<file path="src/rtl/tcnt_pkg.sv">
package tcnt_pkg;
  localparam logic [6:0] OP_XFER_INFO = 7'h10;
  localparam int         DMA_BIT      = 7;
endpackage

</file>
<file path="src/rtl/tcnt_shadow.sv">
module tcnt_shadow #(
  parameter int CNT_W = 16,
  parameter int AW    = 4
) (
  input  logic             clk,
  input  logic             rst,
  input  logic             wr_en,
  input  logic [AW-1:0]    wr_addr,
  input  logic [7:0]       wr_data,
  output logic [CNT_W-1:0] pend_cnt,
  output logic             cnt_wr
);
  localparam int NB = CNT_W / 8;
  logic [NB-1:0] hit;

  for (genvar i = 0; i < NB; i++) begin : g_byte
    assign hit[i] = wr_en && (wr_addr == AW'(i));
    always_ff @(posedge clk) begin
      if (rst)         pend_cnt[i*8 +: 8] <= '0;
      else if (hit[i]) pend_cnt[i*8 +: 8] <= wr_data;
    end
  end

  assign cnt_wr = |hit;
endmodule

</file>
<file path="src/rtl/tcnt_len.sv">
module tcnt_len #(
  parameter int CNT_W   = 16,
  parameter int PEND_W  = 18,
  parameter int CAP_MAX = 32
) (
  input  logic                     capture,
  input  logic [CNT_W-1:0]         cnt_in,
  input  logic signed [PEND_W-1:0] pend_size,
  output logic [CNT_W:0]           eff
);
  localparam int LEN_W = CNT_W + 1;
  localparam int MW    = (LEN_W > PEND_W) ? LEN_W : PEND_W;

  logic [MW-1:0]     full_w, mag_w, lim_w, min_w;
  logic [PEND_W-1:0] mag;

  always_comb begin
    if (cnt_in == '0) full_w = MW'(1) << CNT_W;
    else              full_w = MW'(cnt_in);
    mag    = pend_size[PEND_W-1] ? PEND_W'(-pend_size) : PEND_W'(pend_size);
    mag_w  = MW'(mag);
    lim_w  = capture ? MW'(CAP_MAX) : mag_w;
    min_w  = (full_w < lim_w) ? full_w : lim_w;
    eff    = min_w[LEN_W-1:0];
  end
endmodule

</file>
<file path="src/rtl/tcnt_remain.sv">
module tcnt_remain #(
  parameter int LEN_W = 17
) (
  input  logic             clk,
  input  logic             rst,
  input  logic             load,
  input  logic [LEN_W-1:0] load_val,
  input  logic             dec_vld,
  input  logic [LEN_W-1:0] dec_amt,
  output logic [LEN_W-1:0] remain,
  output logic             fin_ev,
  output logic             done
);
  assign fin_ev = !load && dec_vld && (remain != '0) && (dec_amt >= remain);

  always_ff @(posedge clk) begin
    if (rst) begin
      remain <= '0;
      done   <= 1'b0;
    end else begin
      done <= fin_ev;
      if (load)
        remain <= load_val;
      else if (dec_vld)
        remain <= (dec_amt >= remain) ? '0 : remain - dec_amt;
    end
  end

  // without a load the count never rises
  a_r7_no_rise: assert property (@(posedge clk) disable iff (rst)
    !load |=> remain <= $past(remain));
  // a partial consume drops the count by exactly the amount
  a_r7_exact_dec: assert property (@(posedge clk) disable iff (rst)
    (!load && dec_vld && dec_amt < remain) |=> remain == $past(remain) - $past(dec_amt));
  // completion pulse lasts one clock
  a_r9_done_one_cycle: assert property (@(posedge clk) disable iff (rst)
    done |=> !done);
  // after completion nothing remains
  a_r8_done_empty: assert property (@(posedge clk) disable iff (rst)
    done |-> remain == '0);
endmodule

</file>
<file path="src/rtl/tcnt_top.sv">
module tcnt_top #(
  parameter int CNT_W   = 16,
  parameter int PEND_W  = 18,
  parameter int CAP_MAX = 32,
  parameter int AW      = 4
) (
  input  logic                     clk,
  input  logic                     rst,
  input  logic                     wr_en,
  input  logic [AW-1:0]            wr_addr,
  input  logic [7:0]               wr_data,
  input  logic                     cmd_wr,
  input  logic [7:0]               cmd_code,
  input  logic signed [PEND_W-1:0] pend_size,
  input  logic                     capture,
  input  logic                     consume_vld,
  input  logic [CNT_W:0]           consume_cnt,
  output logic [CNT_W-1:0]         cur_count,
  output logic [CNT_W:0]           remain,
  output logic [CNT_W:0]           eff_len,
  output logic                     tc_flag,
  output logic                     dma_mode,
  output logic                     done
);
  import tcnt_pkg::*;
  localparam int LEN_W = CNT_W + 1;

  logic [CNT_W-1:0] pend_cnt, cnt_src;
  logic             cnt_wr, is_dma, is_ti, start, fin_ev;
  logic [LEN_W-1:0] eff;

  tcnt_shadow #(.CNT_W(CNT_W), .AW(AW)) u_shadow (
    .clk(clk), .rst(rst), .wr_en(wr_en), .wr_addr(wr_addr),
    .wr_data(wr_data), .pend_cnt(pend_cnt), .cnt_wr(cnt_wr)
  );

  assign is_dma  = cmd_wr && cmd_code[DMA_BIT];
  assign is_ti   = cmd_wr && (cmd_code[6:0] == OP_XFER_INFO);
  assign start   = is_ti && cmd_code[DMA_BIT];
  assign cnt_src = is_dma ? pend_cnt : cur_count;

  tcnt_len #(.CNT_W(CNT_W), .PEND_W(PEND_W), .CAP_MAX(CAP_MAX)) u_len (
    .capture(capture), .cnt_in(cnt_src), .pend_size(pend_size), .eff(eff)
  );

  tcnt_remain #(.LEN_W(LEN_W)) u_remain (
    .clk(clk), .rst(rst), .load(start), .load_val(eff),
    .dec_vld(consume_vld), .dec_amt(consume_cnt),
    .remain(remain), .fin_ev(fin_ev), .done(done)
  );

  always_ff @(posedge clk) begin
    if (rst) begin
      cur_count <= '0;
      tc_flag   <= 1'b0;
      dma_mode  <= 1'b0;
      eff_len   <= '0;
    end else begin
      if (is_dma)      cur_count <= pend_cnt;
      else if (fin_ev) cur_count <= '0;

      if (start)       tc_flag <= 1'b0;
      else if (fin_ev) tc_flag <= 1'b1;
      else if (cnt_wr) tc_flag <= 1'b0;

      if (cmd_wr) dma_mode <= cmd_code[DMA_BIT];
      if (is_ti)  eff_len  <= eff;
    end
  end

  // a count write without completion leaves the flag low
  a_r2_wr_clears_tc: assert property (@(posedge clk) disable iff (rst)
    (cnt_wr && !fin_ev) |=> !tc_flag);
  // DMA command reloads the visible count
  a_r3_reload: assert property (@(posedge clk) disable iff (rst)
    is_dma |=> (cur_count == $past(pend_cnt)) && dma_mode);
  // start loads remaining count and clears the flag
  a_r6_start: assert property (@(posedge clk) disable iff (rst)
    start |=> (remain == $past(eff)) && !tc_flag);
  // completion pulse coincides with terminal count
  a_r8_done_tc: assert property (@(posedge clk) disable iff (rst)
    done |-> tc_flag);
endmodule

</file>
<file path="config.mk">
export PLATFORM = sky130hd
export DESIGN_NAME = tcnt_top
export DESIGN_NICKNAME = d
export VERILOG_FILES = /design/src/rtl/tcnt_pkg.sv /design/src/rtl/tcnt_shadow.sv /design/src/rtl/tcnt_len.sv /design/src/rtl/tcnt_remain.sv /design/src/rtl/tcnt_top.sv
export SDC_FILE = /design/constraint.sdc
export NUM_CORES = 1
export LEC_CHECK = 0
export CORE_ASPECT_RATIO = 1.5
export CORE_UTILIZATION = 25
export CTS_CLUSTER_DIAMETER = 80
export DETAILED_ROUTE_END_ITERATION = 16
export SLEW_MARGIN = 20
export SYNTH_ARGS = -nofsm -noshare
export SYNTH_HDL_FRONTEND = slang
export SYNTH_HIERARCHICAL = 1
export SYNTH_SLANG_ARGS = --single-unit
export TNS_END_PERCENT = 30
</file>
<file path="constraint.sdc">
create_clock -name clk -period 4.9 [get_ports clk]
set_input_delay 0.49 -clock clk [delete_from_list [all_inputs] [get_ports clk]]
set_output_delay 0.49 -clock clk [all_outputs]
set_load 0.02 [all_outputs]
</file>
Yosys cells after proc, flatten, opt, wreduce, memory -nomap -nowiden. Index checks and enable logic that the tools add are counted.

Bits in registers: 69. Latch bits: 0. Bits in writable memories: 0. ROM bits: 0. Bits of input ports: 61. Output and inout bits: 53. Word-level logic and storage cells: 43. Memories kept: 0.

$add $sub $neg: 2. Multiply operators: 0. Div/mod/pow operators: 0. Order comparisons: 2. Eq/ne operators: 2. Shifts and indexed selects: 0. Multiplexer cells: 12. Bitwise operators: 0. Reduce and logical (&&, ||, !) cells: 17.

Operators by type and width (count): $mux W17 (5); $mux W16 (3); $mux W18 (2); $lt A17 B18 Y1 (1); $neg A18 Y18 (1); $ge A17 B17 Y1 (1); $reduce_bool A17 Y1 (1); $sub A17 B17 Y17 (1); $logic_not A16 Y1 (1); $logic_and A1 B1 Y1 (8); $eq A7 B5 Y1 const B (1); $reduce_bool A2 Y1 (3); $eq A4 B1 Y1 const B (1); $logic_not A4 Y1 (1); $reduce_or A2 Y1 (2); $mux W1 (2); $logic_not A1 Y1 (1).

Longest topological paths before layout.
Depth in word-level cells: 9. Depth in mapped cells: 17. Depth with buffers taken out: 14.

Modules after synthesis. Netlist, hierarchy kept.

Modules (own cells, without submodules): tcnt_remain (instances 1, cells an instance 227, area each 1829.3 sq um, sequential area each 360.3 sq um); tcnt_top (instances 1, cells an instance 189, area each 1554.0 sq um, sequential area each 700.7 sq um); tcnt_len (instances 1, cells an instance 167, area each 1223.7 sq um, sequential area each 0.0 sq um); tcnt_shadow (instances 1, cells an instance 65, area each 698.2 sq um, sequential area each 320.3 sq um).

Least setup slack after synthesis. OpenSTA, ideal clock, no wires.

Kind: input to register. Start: in pend_size[4]. End: reg u_remain.remain[0]. Setup time: 0.136 ns. Data arrival time: 3.697 ns. Required time: 4.764 ns. Path slack: 1.067 ns. Stages: 14. Buffers on the path: 2. Path through: buf_2 or4b_1 buf_2 o41ai_1 xnor2_1 nand2b_1 ha_1 nand4_1 or4_1 o2111ai_1 o2bb2ai_4 mux2_2 a21oi_1 o22ai_1.

Longest elaborated chain between the ends: 6.

RTL lines: start, declared (line tcnt_top.sv:14) `input logic signed [PEND_W-1:0] pend_size,`; $neg A18 Y18 (line tcnt_len.sv:20) `mag = pend_size[PEND_W-1] ? PEND_W'(-pend_size) : PEND_W'(pend_size);`; $mux W18 (*) (line tcnt_len.sv:20); $mux W18 (*) (line tcnt_len.sv:22) `lim_w = capture ? MW'(CAP_MAX) : mag_w;`; $lt A17 B18 Y1 (*) (line tcnt_len.sv:23) `min_w = (full_w < lim_w) ? full_w : lim_w;`; $mux W17 (*) (line tcnt_len.sv:23); via eff[0] (line tcnt_top.sv:30) `logic [LEN_W-1:0] eff;`; $mux W17 (*) (line tcnt_remain.sv:22) `if (load)`; end signal, assigned (line tcnt_remain.sv:23) `remain <= load_val;`; end signal, assigned (line tcnt_remain.sv:25) `remain <= (dec_amt >= remain) ? '0 : remain - dec_amt;`; end, declared (line tcnt_remain.sv:10) `output logic [LEN_W-1:0] remain,`.

Mark *: on every way through the listed nets, which the timed path passes. The rest lies on a longest branch. A chain may end at the register's enable or synchronous reset.

Worst setup path in the final report.
Start: in pend_size[7]. End: reg u_remain.remain[16].

Longest elaborated chain between the ends: 6.

RTL lines (line): $neg A18 Y18 (tcnt_len.sv:20); $mux W18 (*) (tcnt_len.sv:20); $mux W18 (*) (tcnt_len.sv:22); $lt A17 B18 Y1 (tcnt_len.sv:23); $mux W17 (*) (tcnt_len.sv:23); via eff[16] (tcnt_top.sv:30); $mux W17 (*) (tcnt_remain.sv:22).

Marked as above.

==> run metrics <==
outcome=completed; Post-synth EDFFs=0; endpoints failing hold=0; CP startpoint kind=primary input; Die X=121 um; Max Fclk=228 MHz; final instance area=0.00682 sq mm; Setup WS pre-CTS=151 ps; drt total wl=15800 um; fraction of layout cells with a size suffix above 1=6.99%; number of placed I/O pins=114; worst flop-to-flop path startpoint=u_remain/remain[0]; DRC Markers=0; CTS root buf=clkbuf_16; fin. max-slew vios=0; HP Start=cur_count[10]; Reg clk slew, reported paths=60 ps; vias=4737; Die Area=0.0218 sq mm; CP Cell Sequence=clkdlybuf4s50_1 -> or4_1 -> o31ai_1 -> xnor2_1 -> nand2b_1 -> ha_1 -> nand4_1 -> or4_1 -> o2111ai_1 -> o2bb2ai_4 -> mux2i_1 -> buf_4 -> a21oi_1 -> o22ai_1; Worst setup EP type=flop; Switch Pwr=396 uW; post-layout minimum cycle time=4390 ps; Clock Power Share=47.1%; GPL Wtd Cong=0.823; pwr dens=226 mW/mm^2; largest net degree at the start of global routing=94; n_diodes=0; Leak Pwr=0.00265 uW; Data arrival, critical path=4630 ps; HP Class=reg2reg; CP dominant cell by count=or4_1; Yosys top cell by area=dfxtp_1; Post-synth ARST share=0%; Post-DRT Antenna Nets=0; critical path required time=5150 ps; placement row count=64; synthesized cell area=0.00531 sq mm; Max Cap Violations=0; Slew @ Worst Pin=866 ps; Final nets=821; grt total ovfl=0; first-pass GRT wire length=24600 um; gr usage total=14.5%; most frequent cells after synthesis=nand2_1 (80), nand2b_1 (75), dfxtp_1 (69); Sw Ratio=25.7%; top cell type's share of synthesized area=26.0%; Setup TNS=0 ps; Syn Inst Count=648; hpwl dp=12500 um; RSZ-0062 raised after global routing=no; Yosys warnings=6; largest fanout on the critical path=17; setup violators final=0; sequential area share after synthesis=26.0%; CTS tree=done; Core Box Area=0.0206 sq mm; CTS resizes=0; part of the power in registers=36.7%; WS Path Type=in2reg; Area contributors post-synth=dfxtp_1 (26%), mux2i_1 (9.8%), nand2b_1 (8.8%); initial antenna violation count=0; routed len/inst=15.9 um; port bufs=113; most common cell in the netlist=nand2_1; Setup Fix Bufs, Post-CTS=0; Pint=1150 uW; Final WS setup=514 ps; P&R area growth vs syn=28.6%; Critical Path Start=pend_size[7]; Worst slew margin=42.3%; Worst-Skew Late Latency=330 ps; Syn Nets=744; FF+latch count, synth=69; CP max stage delay=720 ps; DRT Pass-1 Iters=4; via-per-instance ratio=4.77; period utilization=89.5%; die height=180 um; slowest CP cell=or4_1; syn avg cell area=8.19 sq um; combinational power share=16.2%; CTS Hold Bufs=0; Placed Area=0.00649 sq mm; distinct cell type count after synthesis=66; Sink Count=69; Worst IR Drop VDD=186 uV; # H-tree levels=3; clk buf depth=2; initial core utilization=25.8%; vias in the first global route=4677; skew final=7.50 ps; 1st-iter DRT viols=263; CTS buffer count=9; ys flop type=dfxtp_1
-- metrics by stage --
step	hold WS [ps]	util, %	instances	power [uW]
final	469	33.1	994	1540
after detailed placement	463	31.5	978	829
after global placement	458	31.5	978	828
after floorplan	449	-	648	733
after CTS	472	33.1	994	1560
after global routing	492	33.1	994	1600
-- power groups by stage --
stage | Clock [uW] | Combinational (uW) | Sequential (uW)
floorplan | 0 | 154 | 579
global placement | 0 | 250 | 578
detailed placement | 0 | 251 | 578
CTS | 739 | 252 | 565
global route | 765 | 273 | 566
finish | 727 | 250 | 566
-- cell families (layout without fill, tap and decap cells) --
logic type | Yosys count | after routing | share of synthesized area (%)
AOI/OAI and AO/OA | 123 | 123 | 15.8
and+or+nand+nor | 245 | 245 | 26.0
buffers and inverters | 94 | 176 | 8.89
xor gates and xnor gates | 29 | 29 | 4.79
muxes | 53 | 53 | 10.0
adders and majority gates | 35 | 35 | 8.40
DFF | 69 | 69 | 26.0
-- routing by layer --
layer	vias to the layer above	track usage (%)	wire length, um
li1	2378	-	-
met1	2226	17.1	6620
met2	111	26.7	8320
met3	22	1.68	607
met4	0	4.54	275
met5	-	0	0
-- registers in the layout (all words and copies together), names as in the netlist --
| register | flops |
|---|---|
| tc_flag | 1 |
| u_shadow/pend_cnt | 16 |
| u_remain/done | 1 |
| dma_mode | 1 |
| eff_len | 17 |
| cur_count | 16 |
| u_remain/remain | 17 |
-- placed cells by master (no fill, tap or decap), types with 8 or more instances in the layout --
master           instances
a21oi_1                 57
clkbuf_16                9
clkdlybuf4s50_1        112
dfxtp_1                 69
ha_1                    34
inv_1                   41
mux2i_1                 52
nand2_1                 80
nand2b_1                75
nor2_1                  17
nor3b_1                 18
nor4_1                   8
o21ai_0                 14
o22ai_2                 10
xnor2_1                 25
-- critical path: cells and delay by family --
family	cells	cell delay (ps)
AND/OR/NAND/NOR	4	1520
multiplexers	1	410
XOR/XNOR	1	180
AO/OA/AOI/OAI	5	1050
buffers and inverters	2	650
adder cells (fa/ha/maj)	1	320
-- cell type report --
class                   instances  area, sq um
fillers                      2139        13800
multi-input cells             485         3450
flip-flops and latches         69         1380
repair buffers                119         1170
well taps                     264          330
clock buffers                  10          239
inverters                      41          154
clock inverters                 6         93.8
-- final timing paths --
check | end | slack, ps | cells after the start
worst max register to register | cur_count[11] | 1700 | 11
worst min register to register | cur_count[10] | 470 | 2
worst max-delay path | u_remain/remain[16] | 510 | 14
worst min-delay path | cur_count[10] | 470 | 2
Note: power is estimated with default switching activity, not from simulation.
